===== src/rtl/tdp_pkg.sv =====
package tdp_pkg;

   localparam logic [1:0] TC_ZERO = 2'b00;
   localparam logic [1:0] TC_POS  = 2'b10;
   localparam logic [1:0] TC_NEG  = 2'b01;
   localparam logic [1:0] TC_BAD  = 2'b11;

   typedef logic signed [2:0] contrib_t;

   // differential contribution of one ternary input and weight pair
   function automatic contrib_t tern_prod(input logic [1:0] a, input logic [1:0] w);
      logic a_nz, w_nz, neg;
      a_nz = (a == TC_POS) || (a == TC_NEG);
      w_nz = (w == TC_POS) || (w == TC_NEG);
      neg  = (a == TC_NEG) ^ (w == TC_NEG);
      if (a_nz && w_nz) return neg ? -3'sd2 : 3'sd2;
      return 3'sd0;
   endfunction

   // differential contribution of one binary row
   function automatic contrib_t bin_prod(input logic a, input logic w);
      if (!a) return 3'sd0;
      return w ? 3'sd2 : -3'sd2;
   endfunction

endpackage


===== src/rtl/tdp_capture.sv =====
module tdp_capture #(
   parameter int ROWS  = 128,
   parameter int COLS  = 4
) (
   input  logic                 clk,
   input  logic                 rst_n,
   input  logic                 start_i,
   input  logic                 bin_mode_i,
   input  logic [ROWS-1:0]      act_i,
   input  logic [COLS*ROWS-1:0] wgt_i,
   output logic                 vld_o,
   output logic                 mode_o,
   output logic                 ill_o,
   output logic [ROWS-1:0]      act_o,
   output logic [COLS*ROWS-1:0] wgt_o
);
   import tdp_pkg::*;

   localparam int PAIRS = ROWS / 2;

   logic bad_code;

   always_comb begin
      bad_code = 1'b0;
      for (int j = 0; j < PAIRS; j++) begin
         if (act_i[2*j +: 2] == TC_BAD) bad_code = 1'b1;
         for (int c = 0; c < COLS; c++) begin
            if (wgt_i[c*ROWS + 2*j +: 2] == TC_BAD) bad_code = 1'b1;
         end
      end
   end

   always_ff @(posedge clk or negedge rst_n) begin
      if (!rst_n) begin
         vld_o  <= 1'b0;
         mode_o <= 1'b0;
         ill_o  <= 1'b0;
         act_o  <= '0;
         wgt_o  <= '0;
      end else begin
         vld_o <= start_i;
         if (start_i) begin
            mode_o <= bin_mode_i;
            ill_o  <= bad_code && !bin_mode_i;
            act_o  <= act_i;
            wgt_o  <= wgt_i;
         end
      end
   end

endmodule


===== src/rtl/tdp_column.sv =====
module tdp_column #(
   parameter int N_IN = 64,
   parameter int SW   = 10
) (
   input  logic                 clk,
   input  logic                 rst_n,
   input  logic                 mode_i,
   input  logic [2*N_IN-1:0]    act_i,
   input  logic [2*N_IN-1:0]    wgt_i,
   input  logic                 load_i,
   output logic                 sign_o,
   output logic signed [SW-1:0] sum_o
);
   import tdp_pkg::*;

   localparam int ROWS = 2 * N_IN;

   contrib_t prod_d [ROWS];
   contrib_t prod_q [ROWS];
   logic signed [SW-1:0] acc_d;
   logic signed [SW-1:0] acc_q;

   // per row product: a row below N_IN also indexes a ternary pair
   for (genvar r = 0; r < ROWS; r++) begin : g_row
      if (r < N_IN) begin : g_dual
         always_comb
            prod_d[r] = mode_i ? bin_prod(act_i[r], wgt_i[r])
                               : tern_prod(act_i[2*r +: 2], wgt_i[2*r +: 2]);
      end else begin : g_bin_only
         always_comb
            prod_d[r] = mode_i ? bin_prod(act_i[r], wgt_i[r]) : 3'sd0;
      end
   end

   always_ff @(posedge clk or negedge rst_n) begin
      if (!rst_n) begin
         for (int r = 0; r < ROWS; r++) prod_q[r] <= 3'sd0;
      end else begin
         for (int r = 0; r < ROWS; r++) prod_q[r] <= prod_d[r];
      end
   end

   always_comb begin
      acc_d = '0;
      for (int r = 0; r < ROWS; r++)
         acc_d = acc_d + {{(SW-3){prod_q[r][2]}}, prod_q[r]};
   end

   always_ff @(posedge clk or negedge rst_n) begin
      if (!rst_n) acc_q <= '0;
      else        acc_q <= acc_d;
   end

   // decision stage, models the compute sense amplifier
   always_ff @(posedge clk or negedge rst_n) begin
      if (!rst_n) begin
         sign_o <= 1'b0;
         sum_o  <= '0;
      end else if (load_i) begin
         sign_o <= (acc_q > 0);
         sum_o  <= acc_q;
      end
   end

endmodule


===== src/rtl/tdot_sign_unit.sv =====
module tdot_sign_unit #(
   parameter int N_IN  = 64,
   parameter int N_COL = 4,
   localparam int ROWS = 2 * N_IN,
   localparam int SW   = $clog2(2 * ROWS + 1) + 1
) (
   input  logic                  clk,
   input  logic                  rst_n,
   input  logic                  start_i,
   input  logic                  bin_mode_i,
   input  logic [ROWS-1:0]       act_i,
   input  logic [N_COL*ROWS-1:0] wgt_i,
   output logic                  valid_o,
   output logic [N_COL-1:0]      sign_o,
   output logic [N_COL*SW-1:0]   sum_o,
   output logic                  illegal_o
);

   if (N_IN < 1) begin : g_bad_nin
      $error("tdot_sign_unit: N_IN must be at least 1");
   end
   if (N_COL < 1) begin : g_bad_ncol
      $error("tdot_sign_unit: N_COL must be at least 1");
   end

   logic                  v1, v2, v3, v4;
   logic                  mode1;
   logic                  ill1, ill2, ill3, ill4;
   logic [ROWS-1:0]       act1;
   logic [N_COL*ROWS-1:0] wgt1;

   tdp_capture #(.ROWS(ROWS), .COLS(N_COL)) u_capture (
      .clk        (clk),
      .rst_n      (rst_n),
      .start_i    (start_i),
      .bin_mode_i (bin_mode_i),
      .act_i      (act_i),
      .wgt_i      (wgt_i),
      .vld_o      (v1),
      .mode_o     (mode1),
      .ill_o      (ill1),
      .act_o      (act1),
      .wgt_o      (wgt1)
   );

   always_ff @(posedge clk or negedge rst_n) begin
      if (!rst_n) begin
         v2   <= 1'b0;
         v3   <= 1'b0;
         v4   <= 1'b0;
         ill2 <= 1'b0;
         ill3 <= 1'b0;
         ill4 <= 1'b0;
      end else begin
         v2   <= v1;
         v3   <= v2;
         v4   <= v3;
         ill2 <= ill1;
         ill3 <= ill2;
         if (v3) ill4 <= ill3;
      end
   end

   for (genvar c = 0; c < N_COL; c++) begin : g_col
      logic signed [SW-1:0] col_sum;
      tdp_column #(.N_IN(N_IN), .SW(SW)) u_col (
         .clk    (clk),
         .rst_n  (rst_n),
         .mode_i (mode1),
         .act_i  (act1),
         .wgt_i  (wgt1[c*ROWS +: ROWS]),
         .load_i (v3),
         .sign_o (sign_o[c]),
         .sum_o  (col_sum)
      );
      assign sum_o[c*SW +: SW] = col_sum;
   end

   assign valid_o   = v4;
   assign illegal_o = ill4;

endmodule


===== config.mk =====
export PLATFORM = sky130hd
export DESIGN_NAME = tdot_sign_unit
export DESIGN_NICKNAME = d
export VERILOG_FILES = /design/src/rtl/tdp_pkg.sv /design/src/rtl/tdp_capture.sv /design/src/rtl/tdp_column.sv /design/src/rtl/tdot_sign_unit.sv
export SDC_FILE = /design/constraint.sdc
export NUM_CORES = 2
export LEC_CHECK = 0
export BUFFER_PORTS_ARGS = -buffer_cell sky130_fd_sc_hd__buf_2
export CELL_PAD_IN_SITES_DETAIL_PLACEMENT = 0
export CELL_PAD_IN_SITES_GLOBAL_PLACEMENT = 1
export CORE_ASPECT_RATIO = 0.7
export CORE_UTILIZATION = 55
export CTS_CLUSTER_SIZE = 30
export DETAILED_ROUTE_END_ITERATION = 16
export PLACE_DENSITY = 0.83
export SLEW_MARGIN = 20
export SYNTH_ARGS = -nofsm -noshare
export SYNTH_HDL_FRONTEND = slang
export SYNTH_SLANG_ARGS = --single-unit

===== constraint.sdc =====
create_clock -name clk -period 11.3 [get_ports clk]
set_clock_uncertainty 0.15 [all_clocks]
set_input_delay 1.13 -clock clk [delete_from_list [all_inputs] [get_ports clk]]
set_output_delay 1.13 -clock clk [all_outputs]
set_load 0.05 [all_outputs]

==> impl_metrics.ini <==
[timing]
fin_crit_sh = 0.783
timing.slew.headroom = 0.104
finalSetupViolations = 0
rsz0062_at_grt = no
slew_viol_final = 0
holdWs_ps = 111
tightest_slew_ps = 1340
max_freq_mhz = 113
period_needed_ps = 8850
final-hold-violation-count = 0
fin_setup_tns_ps = 0

[worst_setup_path]
crit_fanout = 2
r2r_cells = 22
arrival_ps = 9450
setup.worst_path.class = reg -> reg
required_ps = 11900
reg2reg_from = g_col[2].u_col.prod_q[71]
endpoint_kind = register
r2r_end = g_col[2].u_col.acc_q[9]
ff2ff_setup_slack_ps = 2450
crit_start = g_col[2].u_col.prod_q[71]
crit_path_start_kind = register

[job]
maxCapViolations = 0

[layout]
final_cell_mix = inv_1 (1,753), dfrtp_1 (1,555), fa_1 (1,376)
fin_nets = 11400
layout_commonest_cell = inv_1
drive_gt1_frac = 0.160
final_cell_area_mm2 = 0.111
area_growth_pct = 11.8

[placement]
post-dp-hpwl_mm = 434
gp_routability_congestion = 1.22
io_buffer_count = 685
placed_area_mm2 = 0.105

[cts]
clock_path_buffers = 3
clkTransAtPathRegs_ps = 70
cts_tree = built
cts_resized = 0
clk_latency_ps = 870
h-tree-depth = 4
postCtsSetupBuffers = 0
cts_root_buffer = clkbuf_16
cts-hold-fix-buffers = 0
numCtsBuffers = 158
cts_sinks = 1557

[detailed_routing]
dr.pass1.iters = 8
drc = 0
ant_nets = 0
vias = 71700
routed_wl_mm = 496
dr.first_iter.drc_count = 11400
via_per_inst = 6.33
wl_per_cell_um = 43.7

[floorplanning]
rows = 130
pin_count = 690
die_height_um = 358
initial_utilization = 0.554
core-area_mm2 = 0.179
die_w_um = 510
dieArea_mm2 = 0.182

[global_routing]
overflow = 0
grt_max_degree = 179
antenna_found_initial = 89
grt_first_pass_wirelength_mm = 638
groute.usage.overall = 0.552
grt_pass1_vias = 70600

[hold_path]
hp-class = in -> async

[outcome]
status = complete, no violations

[synthesis]
synth.ff_latch_count = 1557
yosysWarnings = 0
syn-cell-area_mm2 = 0.0993
postSynthAreaPerCell_um2 = 12.2
synth_seq_area_share = 0.392
yosys.cell_types.count = 34
syn_inst = 8130
==> stage by stage <==
step                utilization  setup slack, ps  std cells
global route              0.618             2400      11300
finish                    0.619             2450      11300
floorplan                     -             3710       8133
global placement          0.586             2720      11000
CTS                       0.617             2650      11300
detailed placement        0.586             2660      11000
==> worst max-delay path by stage <==
stage / slack, ps / cells after the start / endpoint
floorplan: 3710 / 23 / g_col[0].u_col.acc_q[9]
global placement: 2720 / 23 / g_col[2].u_col.acc_q[9]
detailed placement: 2660 / 23 / g_col[2].u_col.acc_q[9]
CTS: 2650 / 23 / g_col[2].u_col.acc_q[9]
global route: 2400 / 22 / g_col[2].u_col.acc_q[9]
finish: 2450 / 22 / g_col[2].u_col.acc_q[9]
==> state kept, by name, summed over array words and instances (netlist names), 4 cells and up <==
signal and cells:
g_col.u_col.acc_q 36, g_col.u_col.prod_q 832, g_col.u_col.sign_o 4, g_col.u_col.sum_o 36, u_capture.act_o 128, u_capture.wgt_o 512
==> Yosys cell counts (all sizes together) <==
cell    instances  area [um^2]
a21o            6         45.0
a21oi          21          105
a221oi         64          686
a222oi          1         10.0
a22o           64          561
a22oi          30          225
and3            1         6.26
and4            1         8.76
buf           142          691
clkbuf        127          477
conb            1         3.75
dfrtp        1557        39000
fa           1376        27500
ha            633         7920
inv          1753         6580
mux2          361         4070
nand2         450         1690
nand3           3         15.0
nand4          22          138
nor2          260          976
nor3            3         15.0
nor4           12         75.1
o21ai         578         2890
o21bai          8         60.1
o32ai         256         2240
or2            64          400
xnor2         324         2840
xor2           12          105
==> cell type report <==
type	count	area [um^2]
Inverter	1753	6580
Clock inverter	68	1110
Fill cell	14400	68400
Antenna cell	80	200
Sequential cell	1557	39000
Timing Repair Buffer	732	3970
Clock buffer	219	4520
Multi-Input combinational cell	4554	52700
Tap cell	2376	2970
==> layer usage <==
metal | global-route usage | share of wire | vias up
li1 | - | - | 26900
met1 | 0.689 | 0.36 | 37600
met2 | 0.669 | 0.36 | 5998
met3 | 0.376 | 0.19 | 1176
met4 | 0.355 | 0.080 | 68
met5 | 0.107 | 0.0062 | -
==> cells by family after synthesis <==
group                      share of synthesized area
AOI/OAI and AO/OA                             0.0687
xor gates and xnor gates                      0.0296
adders and majority gates                      0.357
buffers and inverters                         0.0780
DFF                                            0.392
muxes                                         0.0409
other                                      0.0000377
and+or+nand+nor                               0.0335
==> worst max-delay path, stage by stage (launching register included) <==
cell      delay (ps)
dfrtp_1          380
fa_1             630
inv_1             90
fa_1             550
fa_1             940
inv_1            210
fa_1             540
inv_1             60
fa_1             500
fa_1             580
fa_1             470
fa_1             630
fa_1             490
fa_1             500
inv_1             50
fa_1             480
fa_1             440
a21oi_1          150
nor2_1            50
nor2_1           150
o21bai_1          90
a21oi_1          430
xnor2_1          170
Power is not shown: default switching activity piles up to over one toggle a cycle in this logic, so the estimate is an artifact.
